$ cat src/rtl/hrw_pkg.sv
package hrw_pkg;
   // Library defaults shared by the top and its checker
   localparam int unsigned HRW_CNT_W_DEF      = 16;
   localparam int unsigned HRW_HIST_DEPTH_DEF = 2;
   localparam int unsigned HRW_DEB_CYCLES_DEF = 4;

   // Debounce counter width for a given hold time
   function automatic int unsigned hrw_deb_w(input int unsigned hold);
      return (hold <= 2) ? 1 : $clog2(hold);
   endfunction
endpackage

$ cat src/rtl/hrw_interval_timer.sv
module hrw_interval_timer #(
   parameter int unsigned CNT_W = hrw_pkg::HRW_CNT_W_DEF
) (
   input  logic             clk,
   input  logic             rst_n,
   input  logic             peak_i,
   input  logic             tick_i,
   output logic [CNT_W-1:0] cnt_o,
   output logic             armed_o,
   output logic             capture_o
);
   localparam logic [CNT_W-1:0] CNT_MAX = {CNT_W{1'b1}};

   logic [CNT_W-1:0] cnt_q;
   logic             armed_q;

   initial begin
      assert (CNT_W >= 2) else $error("hrw_interval_timer: CNT_W must be at least 2");
   end

   always_ff @(posedge clk or negedge rst_n) begin
      if (!rst_n) begin
         cnt_q   <= '0;
         armed_q <= 1'b0;
      end else begin
         if (peak_i) begin
            cnt_q   <= '0;
            armed_q <= 1'b1;
         end else if (tick_i && (cnt_q != CNT_MAX)) begin
            cnt_q <= cnt_q + 1'b1;
         end
      end
   end

   assign cnt_o     = cnt_q;
   assign armed_o   = armed_q;
   assign capture_o = peak_i & armed_q;
endmodule

$ cat src/rtl/hrw_window_cmp.sv
module hrw_window_cmp #(
   parameter int unsigned CNT_W = hrw_pkg::HRW_CNT_W_DEF
) (
   input  logic             clk,
   input  logic             rst_n,
   input  logic             capture_i,
   input  logic [CNT_W-1:0] cnt_i,
   input  logic [CNT_W-1:0] lim_lo_i,
   input  logic [CNT_W-1:0] lim_hi_i,
   output logic [CNT_W-1:0] period_o,
   output logic             oor_o,
   output logic             oor_now_o
);
   logic [CNT_W-1:0] period_q;
   logic             oor_q;
   logic             too_long, too_short, saturated;

   always_comb begin
      too_long  = (cnt_i > lim_hi_i);
      too_short = (cnt_i < lim_lo_i);
      saturated = &cnt_i;
      oor_now_o = too_long | too_short | saturated;
   end

   always_ff @(posedge clk or negedge rst_n) begin
      if (!rst_n) begin
         period_q <= '0;
         oor_q    <= 1'b0;
      end else if (capture_i) begin
         period_q <= cnt_i;
         oor_q    <= oor_now_o;
      end
   end

   assign period_o = period_q;
   assign oor_o    = oor_q;
endmodule

$ cat src/rtl/hrw_history.sv
module hrw_history #(
   parameter int unsigned DEPTH = hrw_pkg::HRW_HIST_DEPTH_DEF
) (
   input  logic clk,
   input  logic rst_n,
   input  logic shift_i,
   input  logic bit_i,
   output logic cond_o
);
   initial begin
      assert (DEPTH >= 1) else $error("hrw_history: DEPTH must be at least 1");
   end

   generate
      if (DEPTH == 1) begin : g_single
         logic last_q;
         always_ff @(posedge clk or negedge rst_n) begin
            if (!rst_n)       last_q <= 1'b0;
            else if (shift_i) last_q <= bit_i;
         end
         assign cond_o = last_q;
      end else begin : g_shift
         logic [DEPTH-1:0] hist_q;
         always_ff @(posedge clk or negedge rst_n) begin
            if (!rst_n)       hist_q <= '0;
            else if (shift_i) hist_q <= {hist_q[DEPTH-2:0], bit_i};
         end
         assign cond_o = &hist_q;
      end
   endgenerate
endmodule

$ cat src/rtl/hrw_debounce.sv
module hrw_debounce #(
   parameter int unsigned HOLD = hrw_pkg::HRW_DEB_CYCLES_DEF
) (
   input  logic clk,
   input  logic rst_n,
   input  logic raw_i,
   output logic out_o
);
   localparam int unsigned DW = hrw_pkg::hrw_deb_w(HOLD);
   localparam logic [DW-1:0] LAST = DW'(HOLD - 1);

   initial begin
      assert (HOLD >= 1) else $error("hrw_debounce: HOLD must be at least 1");
   end

   generate
      if (HOLD == 1) begin : g_direct
         logic out_q;
         always_ff @(posedge clk or negedge rst_n) begin
            if (!rst_n) out_q <= 1'b0;
            else        out_q <= raw_i;
         end
         assign out_o = out_q;
      end else begin : g_count
         logic          out_q;
         logic [DW-1:0] run_q;
         always_ff @(posedge clk or negedge rst_n) begin
            if (!rst_n) begin
               out_q <= 1'b0;
               run_q <= '0;
            end else if (raw_i == out_q) begin
               run_q <= '0;
            end else if (run_q == LAST) begin
               out_q <= raw_i;
               run_q <= '0;
            end else begin
               run_q <= run_q + 1'b1;
            end
         end
         assign out_o = out_q;
      end
   endgenerate
endmodule

$ cat src/rtl/hrw_alarm_top.sv
module hrw_alarm_top #(
   parameter int unsigned CNT_W      = hrw_pkg::HRW_CNT_W_DEF,
   parameter int unsigned HIST_DEPTH = hrw_pkg::HRW_HIST_DEPTH_DEF,
   parameter int unsigned DEB_CYCLES = hrw_pkg::HRW_DEB_CYCLES_DEF
) (
   input  logic             clk,
   input  logic             rst_n,
   input  logic             peak_i,
   input  logic             tick_i,
   input  logic [CNT_W-1:0] lim_lo_i,
   input  logic [CNT_W-1:0] lim_hi_i,
   output logic [CNT_W-1:0] period_o,
   output logic             out_of_range_o,
   output logic             alarm_o
);
   logic [CNT_W-1:0] cnt_w;
   logic             armed_w;
   logic             cap_w;
   logic             oor_now_w;
   logic             cond_w;

   hrw_interval_timer #(.CNT_W(CNT_W)) u_timer (
      .clk       (clk),
      .rst_n     (rst_n),
      .peak_i    (peak_i),
      .tick_i    (tick_i),
      .cnt_o     (cnt_w),
      .armed_o   (armed_w),
      .capture_o (cap_w)
   );

   hrw_window_cmp #(.CNT_W(CNT_W)) u_cmp (
      .clk       (clk),
      .rst_n     (rst_n),
      .capture_i (cap_w),
      .cnt_i     (cnt_w),
      .lim_lo_i  (lim_lo_i),
      .lim_hi_i  (lim_hi_i),
      .period_o  (period_o),
      .oor_o     (out_of_range_o),
      .oor_now_o (oor_now_w)
   );

   hrw_history #(.DEPTH(HIST_DEPTH)) u_hist (
      .clk     (clk),
      .rst_n   (rst_n),
      .shift_i (cap_w),
      .bit_i   (oor_now_w),
      .cond_o  (cond_w)
   );

   hrw_debounce #(.HOLD(DEB_CYCLES)) u_deb (
      .clk   (clk),
      .rst_n (rst_n),
      .raw_i (cond_w),
      .out_o (alarm_o)
   );
endmodule

$ cat config.mk
export PLATFORM = sky130hd
export DESIGN_NAME = hrw_alarm_top
export DESIGN_NICKNAME = d
export VERILOG_FILES = /design/src/rtl/hrw_pkg.sv /design/src/rtl/hrw_interval_timer.sv /design/src/rtl/hrw_window_cmp.sv /design/src/rtl/hrw_history.sv /design/src/rtl/hrw_debounce.sv /design/src/rtl/hrw_alarm_top.sv
export SDC_FILE = /design/constraint.sdc
export NUM_CORES = 1
export LEC_CHECK = 0
export ABC_AREA = 1
export ABC_CLOCK_PERIOD_IN_PS = 4400
export CAP_MARGIN = 40
export CORE_ASPECT_RATIO = 1.2
export CORE_MARGIN = 2
export CORE_UTILIZATION = 56
export CTS_CLUSTER_DIAMETER = 150
export DETAILED_ROUTE_END_ITERATION = 8
export PLACE_DENSITY = 0.95
export SYNTH_ARGS = -nofsm -noshare
export SYNTH_HDL_FRONTEND = slang
export SYNTH_SLANG_ARGS = --single-unit
export TNS_END_PERCENT = 50
$ cat constraint.sdc
create_clock -name clk -period 4.4 [get_ports clk]
set_input_delay 0.44 -clock clk [delete_from_list [all_inputs] [get_ports clk]]
set_output_delay 0.44 -clock clk [all_outputs]
set_load 0.01 [all_outputs]
==> flow_summary.ini, run 1 <==
[synth]
synth_top_area_share = 0.366
ys_seq_area_frac = 0.366
syn_area_per_cell_um2 = 7.77
synth.largest_area_cell = dfrtp_1
synth_common_cells = 72 x nand2_1, 60 x inv_1, 38 x dfrtp_1
yosysUniqueCellTypes = 26
yosysMostFrequentCell = nand2_1
synth_cells = 334
synthTopCellsByArea = dfrtp_1 37%, ha_1 16%, nand2_1 10%, inv_1 8.7%, o21ai_0 5.2%
ys_async_sr_fraction = 1.00
syn_area_um2 = 2600
synth_nets = 403
ys.flop_type = dfrtp_1
ys_seq_elements = 38
synth_edf_count = 0
yosys_warnings = 0

[detailed_routing]
num_vias = 2373
post_drt_wl_per_cell_um = 12.8
ant_nets = 0
drc = 0
via_per_inst = 5.29
drtPass1Iterations = 4
wl_mm = 5.74
drtIter0Drc = 128

[critical_path]
worstPathMaxFanout = 35
endpoint_kind = flop
critical_path.startpoint = peak_i
cp-start-kind = input port
worstReg2RegStart = u_timer.cnt_o[1]
crit_type = input port to flop
cp.required_ns = 4.59
worstPathArrival_ns = 2.13

[outcome]
outcome = complete, no violations

[floorplan]
rows = 27
die_h_um = 78.6
core_um2 = 4530
ios = 54
dieArea_um2 = 5200
die_w_um = 66.2
initial_core_util = 0.574

[placed_design]
gp_congestion = 0.892
port_buffers = 53
hpwlAfterDp_mm = 4.35
place_ws_ns = 2.17

[cells_and_area]
multiInputGateArea_um2 = 1370
drive_gt1_frac = 0.0742
antenna_cells = 0
nets = 459
seqCellArea_um2 = 951
syn_to_final_growth_pct = 26.4
num-fill-cells = 349
final_core_util = 0.725

[grt]
grt_pass1_vias = 2379
grt_util_met1 = 0.275
grt_use_met3 = 0.0444
globalRoute.busiestLayer = met2
grt_antenna_before_repair = 0
grt_pass1_wl_mm = 10.1
grt_usage = 0.248
grt.overflow.total = 0
grt_start_max_net_pins = 39
grt_util_met2 = 0.458

[clock_tree]
clockBufferDepth = 2
cts_setup_buffers = 0
hold_buffers = 0
cts_tree = built
post_cts_resized = 0
insertion_delay_ns = 0.30
clk_pin_slew_ns = 0.08
cts_sinks = 38
cts_made_buffers = 5
htree_levels = 2
root_buffer = clkbuf_8

[sta]
holdWs_ns = 0.463
tightest_slew_ns = 0.905
period_needed_ns = 1.95
hold_violations = 0
rsz0062_at_grt = false
setup_tns_ns = 0
layout_setup_ws_ns = 2.45
finClkSkew_ns = 0.0119
setup_violations = 0
drv_slew = 0
fmax_ghz = 0.513
min_period_over_period = 0.443
slew_headroom = 0.395

[power]
ir_worst_vdd_mv = 0.237
power_density_nw_per_um2 = 245
leakage_nw = 1.66

[hold_path]
hp-class = flop to flop
min_from = u_deb.g_count.run_q[0]

[run]
maxCapViolations = 0
[area by class of cell]
type | count | share of cell area
sequential | 38 | 0.290
timing repair buffer | 54 | 0.164
inverter | 62 | 0.0709
multi-input combinational | 229 | 0.418
clock buffer | 5 | 0.0210
tap | 58 | 0.0221
clock inverter | 3 | 0.0137
[kinds of logic after synthesis]
family | Yosys count | share of synthesized area
adders and majority gates | 33 | 0.159
DFF | 38 | 0.366
AOI/OAI and AO/OA | 55 | 0.113
xor gates and xnor gates | 2 | 0.00675
and+or+nand+nor | 138 | 0.246
buffers and inverters | 67 | 0.105
muxes | 1 | 0.00434
[worst max-delay path: stages]
cell	delay, ns
clkdlybuf4s50_1	0.60
nand2_1	0.59
mux2_2	0.50
[flip-flops by register name (all words and copies together) (netlist names)]
register and count:
u_deb.out_o 1, u_cmp.period_o 16, u_timer.armed_o 1, u_timer.cnt_o 16, u_hist.g_shift.hist_q 2, u_deb.g_count.run_q 2
[where the power goes]
part           internal [mW]  switching [mW]
registers              0.365          0.0111
clock network          0.169           0.133
logic                 0.0646          0.0629
[per-stage QoR]
stage | power [mW] | cells | instance area, um^2
floorplan | 0.446 | 334 | 2600
CTS | 0.805 | 449 | 3280
detailed placement | 0.512 | 441 | 3170
global route | 0.840 | 449 | 3280
global placement | 0.503 | 441 | 3170
finish | 0.805 | 449 | 3280
[layer usage]
metal / vias up / share of wire
met5: - / 0
met4: 0 / 0.032
met3: 20 / 0.040
met2: 73 / 0.55
met1: 1096 / 0.38
li1: 1184 / -
[path summary, 6_finish.rpt]
kind | endpoint | slack, ns | cells past startpoint
max | u_cmp.period_o[11] | 2.45 | 3
max reg2reg | u_timer.cnt_o[14] | 2.64 | 10
min in group asynchronous | u_timer.armed_o | 0.56 | 2
min | u_deb.g_count.run_q[0] | 0.46 | 1
max in group asynchronous | u_cmp.period_o[6] | 3.51 | 2
min reg2reg | u_deb.g_count.run_q[0] | 0.46 | 1
[placed cells by master (no fill, tap or decap)]
cell	count
a21oi_1	23
and2_1	1
buf_4	1
bufinv_16	1
clkbuf_8	5
clkdlybuf4s50_1	53
clkinvlp_4	2
dfrtp_1	38
ha_1	33
inv_1	60
inv_2	2
mux2_2	1
nand2_1	72
nand2_2	3
nand2_4	2
nand3_1	12
nand3_2	1
nand4_1	3
nor2_1	26
nor2_4	1
nor3_1	11
nor3_2	4
nor4_4	1
o21a_1	1
o21ai_0	27
o21ai_2	4
or2_2	1
xor2_1	2
Note: power is estimated with default switching activity, not from simulation.
==> run 2, diff against run 1 <==
- ABC_CLOCK_PERIOD_IN_PS: 4400 -> 1800
- CORE_UTILIZATION: 56 -> 52
- PLACE_DENSITY: 0.95 -> 0.91
- clock period: 4.4 -> 1.8 ns (I/O delays scaled with it)
==> flow_summary.ini, run 2 (synthesized netlist as in run 1, its figures left out) <==
[cells_and_area]
multiInputGateArea_um2 = 1380
drive_gt1_frac = 0.0930
nets = 466
antenna_cells = 0
seqCellArea_um2 = 952
instances_no_fill = 458
mostFrequentLayoutCells = 72 x nand2_1, 60 x inv_1, 53 x clkdlybuf4s50_1, 37 x dfrtp_1, 33 x ha_1
num-fill-cells = 385
syn_to_final_growth_pct = 28.7
layout_commonest_cell = nand2_1

[detailed_routing]
drtPass1Iterations = 4
via_per_inst = 5.12
wl_mm = 5.49
post_drt_wl_per_cell_um = 12.0
drc = 0
num_vias = 2346
ant_nets = 0
drtIter0Drc = 80

[sta]
holdWs_ns = 0.301
finClkSkew_ns = 0.00617
setup_tns_ns = 0
slew_headroom = 0.685
hold_violations = 0
period_needed_ns = 1.65
fmax_ghz = 0.606
min_period_over_period = 0.917
rsz0062_at_grt = false
setup_violations = 0
drv_slew = 0
tightest_slew_ns = 0.472

[clock_tree]
clockBufferDepth = 2
cts_setup_buffers = 0
cts_sinks = 38
cts_made_buffers = 5
clk_pin_slew_ns = 0.07
insertion_delay_ns = 0.29
root_buffer = clkbuf_8
htree_levels = 2
hold_buffers = 0
post_cts_resized = 0
cts_tree = built

[critical_path]
cp-start-kind = flop
crit_path_end = u_timer.cnt_o[13]
cp.required_ns = 1.99
worstPathMaxFanout = 6
worstPathArrival_ns = 1.84
worstReg2RegStart = u_timer.cnt_o[6]
crit_type = flop to flop
endpoint_kind = flop
rrSetupSlack_ns = 0.15
critical_path.startpoint = u_timer.cnt_o[6]
worstReg2RegEnd = u_timer.cnt_o[13]
reg2reg_depth = 6

[placed_design]
port_buffers = 53
hpwlAfterDp_mm = 4.45
gp_congestion = 0.873
post-place-cells = 450

[run]
maxCapViolations = 0

[floorplan]
dieArea_um2 = 5580
ios = 54
core_um2 = 4870
die_h_um = 81.4
initial_core_util = 0.533
rows = 28
die_w_um = 68.5

[grt]
grt_usage = 0.223
grt_antenna_before_repair = 0
grt.overflow.total = 0
grt_pass1_wl_mm = 9.58
grt_pass1_vias = 2400
grt_start_max_net_pins = 39

[outcome]
outcome = complete, no violations

[power]
power_density_nw_per_um2 = 575
total_power_mw = 1.92
ir_worst_vdd_mv = 0.651
leakage_nw = 1.70

[hold_path]
hp-class = input port to asynchronous set/reset pin
## run 2: changes by cell type in the layout (fill, tap and decap cells not counted)
cell / change
clkbuf_8: +3
clkinvlp_4: -2
buf_4: +7
nand2_8: +1
bufinv_16: -1
nand2_4: -1
dfrtp_2: +1
dfrtp_1: -1
## run 2: layout make-up
type / instances / area share
clock buffers: 8 / 0.0329
inverters: 62 / 0.0696
multi-input cells: 229 / 0.413
flip-flops and latches: 38 / 0.285
well taps: 60 / 0.0225
repair buffers: 61 / 0.177
## run 2: worst min-delay path by stage
stage | start | to | slack, ns | cells past startpoint
floorplan | rst_n | u_cmp.period_o[0] | -0.12 | 0
CTS | rst_n | u_cmp.period_o[0] | 0.32 | 2
finish | rst_n | u_cmp.period_o[3] | 0.30 | 2
global route | rst_n | u_cmp.period_o[3] | 0.35 | 2
detailed placement | u_deb.g_count.run_q[0] | u_deb.g_count.run_q[0] | 0.44 | 1
global placement | u_deb.g_count.run_q[0] | u_deb.g_count.run_q[0] | 0.43 | 1
## run 2: power breakdown
| part | internal [mW] | switching [mW] | total, mW |
|---|---|---|---|
| Sequential | 0.892 | 0.0245 | 0.917 |
| Combinational | 0.168 | 0.159 | 0.327 |
| Clock | 0.387 | 0.292 | 0.678 |
| Total | 1.45 | 0.475 | 1.92 |
## run 2: per-stage QoR
stage / util / setup WS [ns] / cell area (um^2)
final: 0.686 / 0.150 / 3340
after global routing: 0.686 / 0.00515 / 3340
after CTS: 0.684 / 0.146 / 3330
after detailed placement: 0.662 / 0.0477 / 3220
after global placement: 0.662 / 0.0936 / 3220
after floorplan: - / 0.302 / 2600
## run 2: critical path, stage by stage, from the launching register on
cell	delay (ns)
dfrtp_1	0.49
inv_2	0.11
nor4_4	0.42
nand2_1	0.16
nor2_1	0.13
a21oi_1	0.08
and2_1	0.16
## run 2: layer usage
layer  GRT usage  part of all wire  up-vias
met2       0.408              0.55       57
met3      0.0374             0.041       11
li1            -                 -     1198
met1       0.252              0.39     1080
met5           0                 0        -
met4      0.0800             0.017        0
==> run 3, diff against run 2 <==
- CORE_ASPECT_RATIO: 1.2 -> not set
- SKIP_CTS_REPAIR_TIMING: not set -> 1
==> flow_summary.ini, run 3 (synthesized netlist as in run 1, its figures left out) <==
[clock_tree]
clk_pin_slew_ns = 0.07
htree_levels = 2
cts_made_buffers = 5
cts_sinks = 38
insertion_delay_ns = 0.29
root_buffer = clkbuf_8
clockBufferDepth = 2
cts_tree = built

[floorplan]
dieArea_um2 = 5570
core_um2 = 4750
ios = 54
rows = 25
die_h_um = 74.7
initial_core_util = 0.546
die_w_um = 74.7

[critical_path]
rrSetupSlack_ns = 0.13
worstPathMaxFanout = 16
critical_path.startpoint = u_timer.cnt_o[0]
cp.required_ns = 1.96
cp-start-kind = flop
crit_type = flop to flop
reg2reg_depth = 8
endpoint_kind = flop
worstReg2RegStart = u_timer.cnt_o[0]
worstReg2RegEnd = u_timer.cnt_o[3]
worstPathArrival_ns = 1.83

[placed_design]
post-place-cells = 456
hpwlAfterDp_mm = 4.43
gp_congestion = 0.862
port_buffers = 53
placed_cell_area_um2 = 3220

[power]
ir_worst_vdd_mv = 0.423
total_power_mw = 1.83
leakage_nw = 1.70
power_density_nw_per_um2 = 551

[sta]
tightest_slew_ns = 0.483
period_needed_ns = 1.67
min_period_over_period = 0.928
setup_tns_ns = 0
fmax_ghz = 0.599
rsz0062_at_grt = false
setup_violations = 0
drv_slew = 0
slew_headroom = 0.677
hold_violations = 0
finClkSkew_ns = 0.00425

[cells_and_area]
final_area_um2 = 3330
mostFrequentLayoutCells = 72 x nand2_1, 60 x inv_1, 53 x clkdlybuf4s50_1, 38 x dfrtp_1, 33 x ha_1
nets = 465
drive_gt1_frac = 0.0856
instances_no_fill = 464
final_core_util = 0.700
syn_to_final_growth_pct = 28.2
layout_commonest_cell = nand2_1
antenna_cells = 0

[outcome]
outcome = complete, no violations

[detailed_routing]
drc = 0
wl_mm = 5.50
post_drt_wl_per_cell_um = 11.9
via_per_inst = 5.02
num_vias = 2328
drtPass1Iterations = 4
ant_nets = 0
drtIter0Drc = 140

[hold_path]
hp-class = input port to asynchronous set/reset pin

[run]
maxCapViolations = 0

[grt]
grt_antenna_before_repair = 0
grt_pass1_vias = 2333
grt_usage = 0.224
grt_start_max_net_pins = 39
grt_pass1_wl_mm = 9.65
grt.overflow.total = 0
-- run 3: final cells by class --
| cell class | count | area (um^2) |
|---|---|---|
| Sequential cell | 38 | 951 |
| Inverter | 62 | 233 |
| Fill cell | 406 | 1430 |
| Clock buffer | 7 | 86.3 |
| Clock inverter | 1 | 5.00 |
| Timing Repair Buffer | 60 | 583 |
| Multi-Input combinational cell | 229 | 1390 |
| Tap cell | 67 | 83.8 |
-- run 3: critical path: stages (launching register included) --
cell and delay [ns]:
dfrtp_1 0.37, ha_1 0.17, nand3_1 0.14, nor3_4 0.19, nand3_2 0.15, nand2_8 0.16
nor2_1 0.08, o21ai_0 0.20, a21oi_1 0.07
-- run 3: how the worst max path moves through the flow --
stage	end	cells after the start
finish	u_timer.cnt_o[3]	8
CTS	u_timer.cnt_o[14]	10
floorplan	u_timer.cnt_o[12]	9
global placement	u_hist.g_shift.hist_q[0]	10
detailed placement	u_hist.g_shift.hist_q[0]	10
global route	u_timer.cnt_o[4]	8
-- run 3: power by group --
| group | switching (mW) | total (mW) | leakage, nW | internal [mW] |
|---|---|---|---|---|
| Combinational | 0.156 | 0.322 | 1.15 | 0.166 |
| Clock | 0.287 | 0.596 | 0.0482 | 0.309 |
| Sequential | 0.0243 | 0.917 | 0.509 | 0.892 |
| Total | 0.467 | 1.83 | 1.70 | 1.37 |
-- run 3: metrics by stage --
stage	worst slack, ns	hold slack [ns]
6_report	0.130	0.317
5_1_grt	0.00468	0.369
4_1_cts	0.119	0.334
3_5_place_dp	0.0511	0.451
3_3_place_gp	0.0855	0.428
2_1_floorplan	0.302	-0.116
-- run 3: routing by layer --
layer / share of wire / GRT usage
met1: 0.42 / 0.262
met2: 0.52 / 0.407
met3: 0.043 / 0.0522
met4: 0.018 / 0.0675
met5: 0 / 0
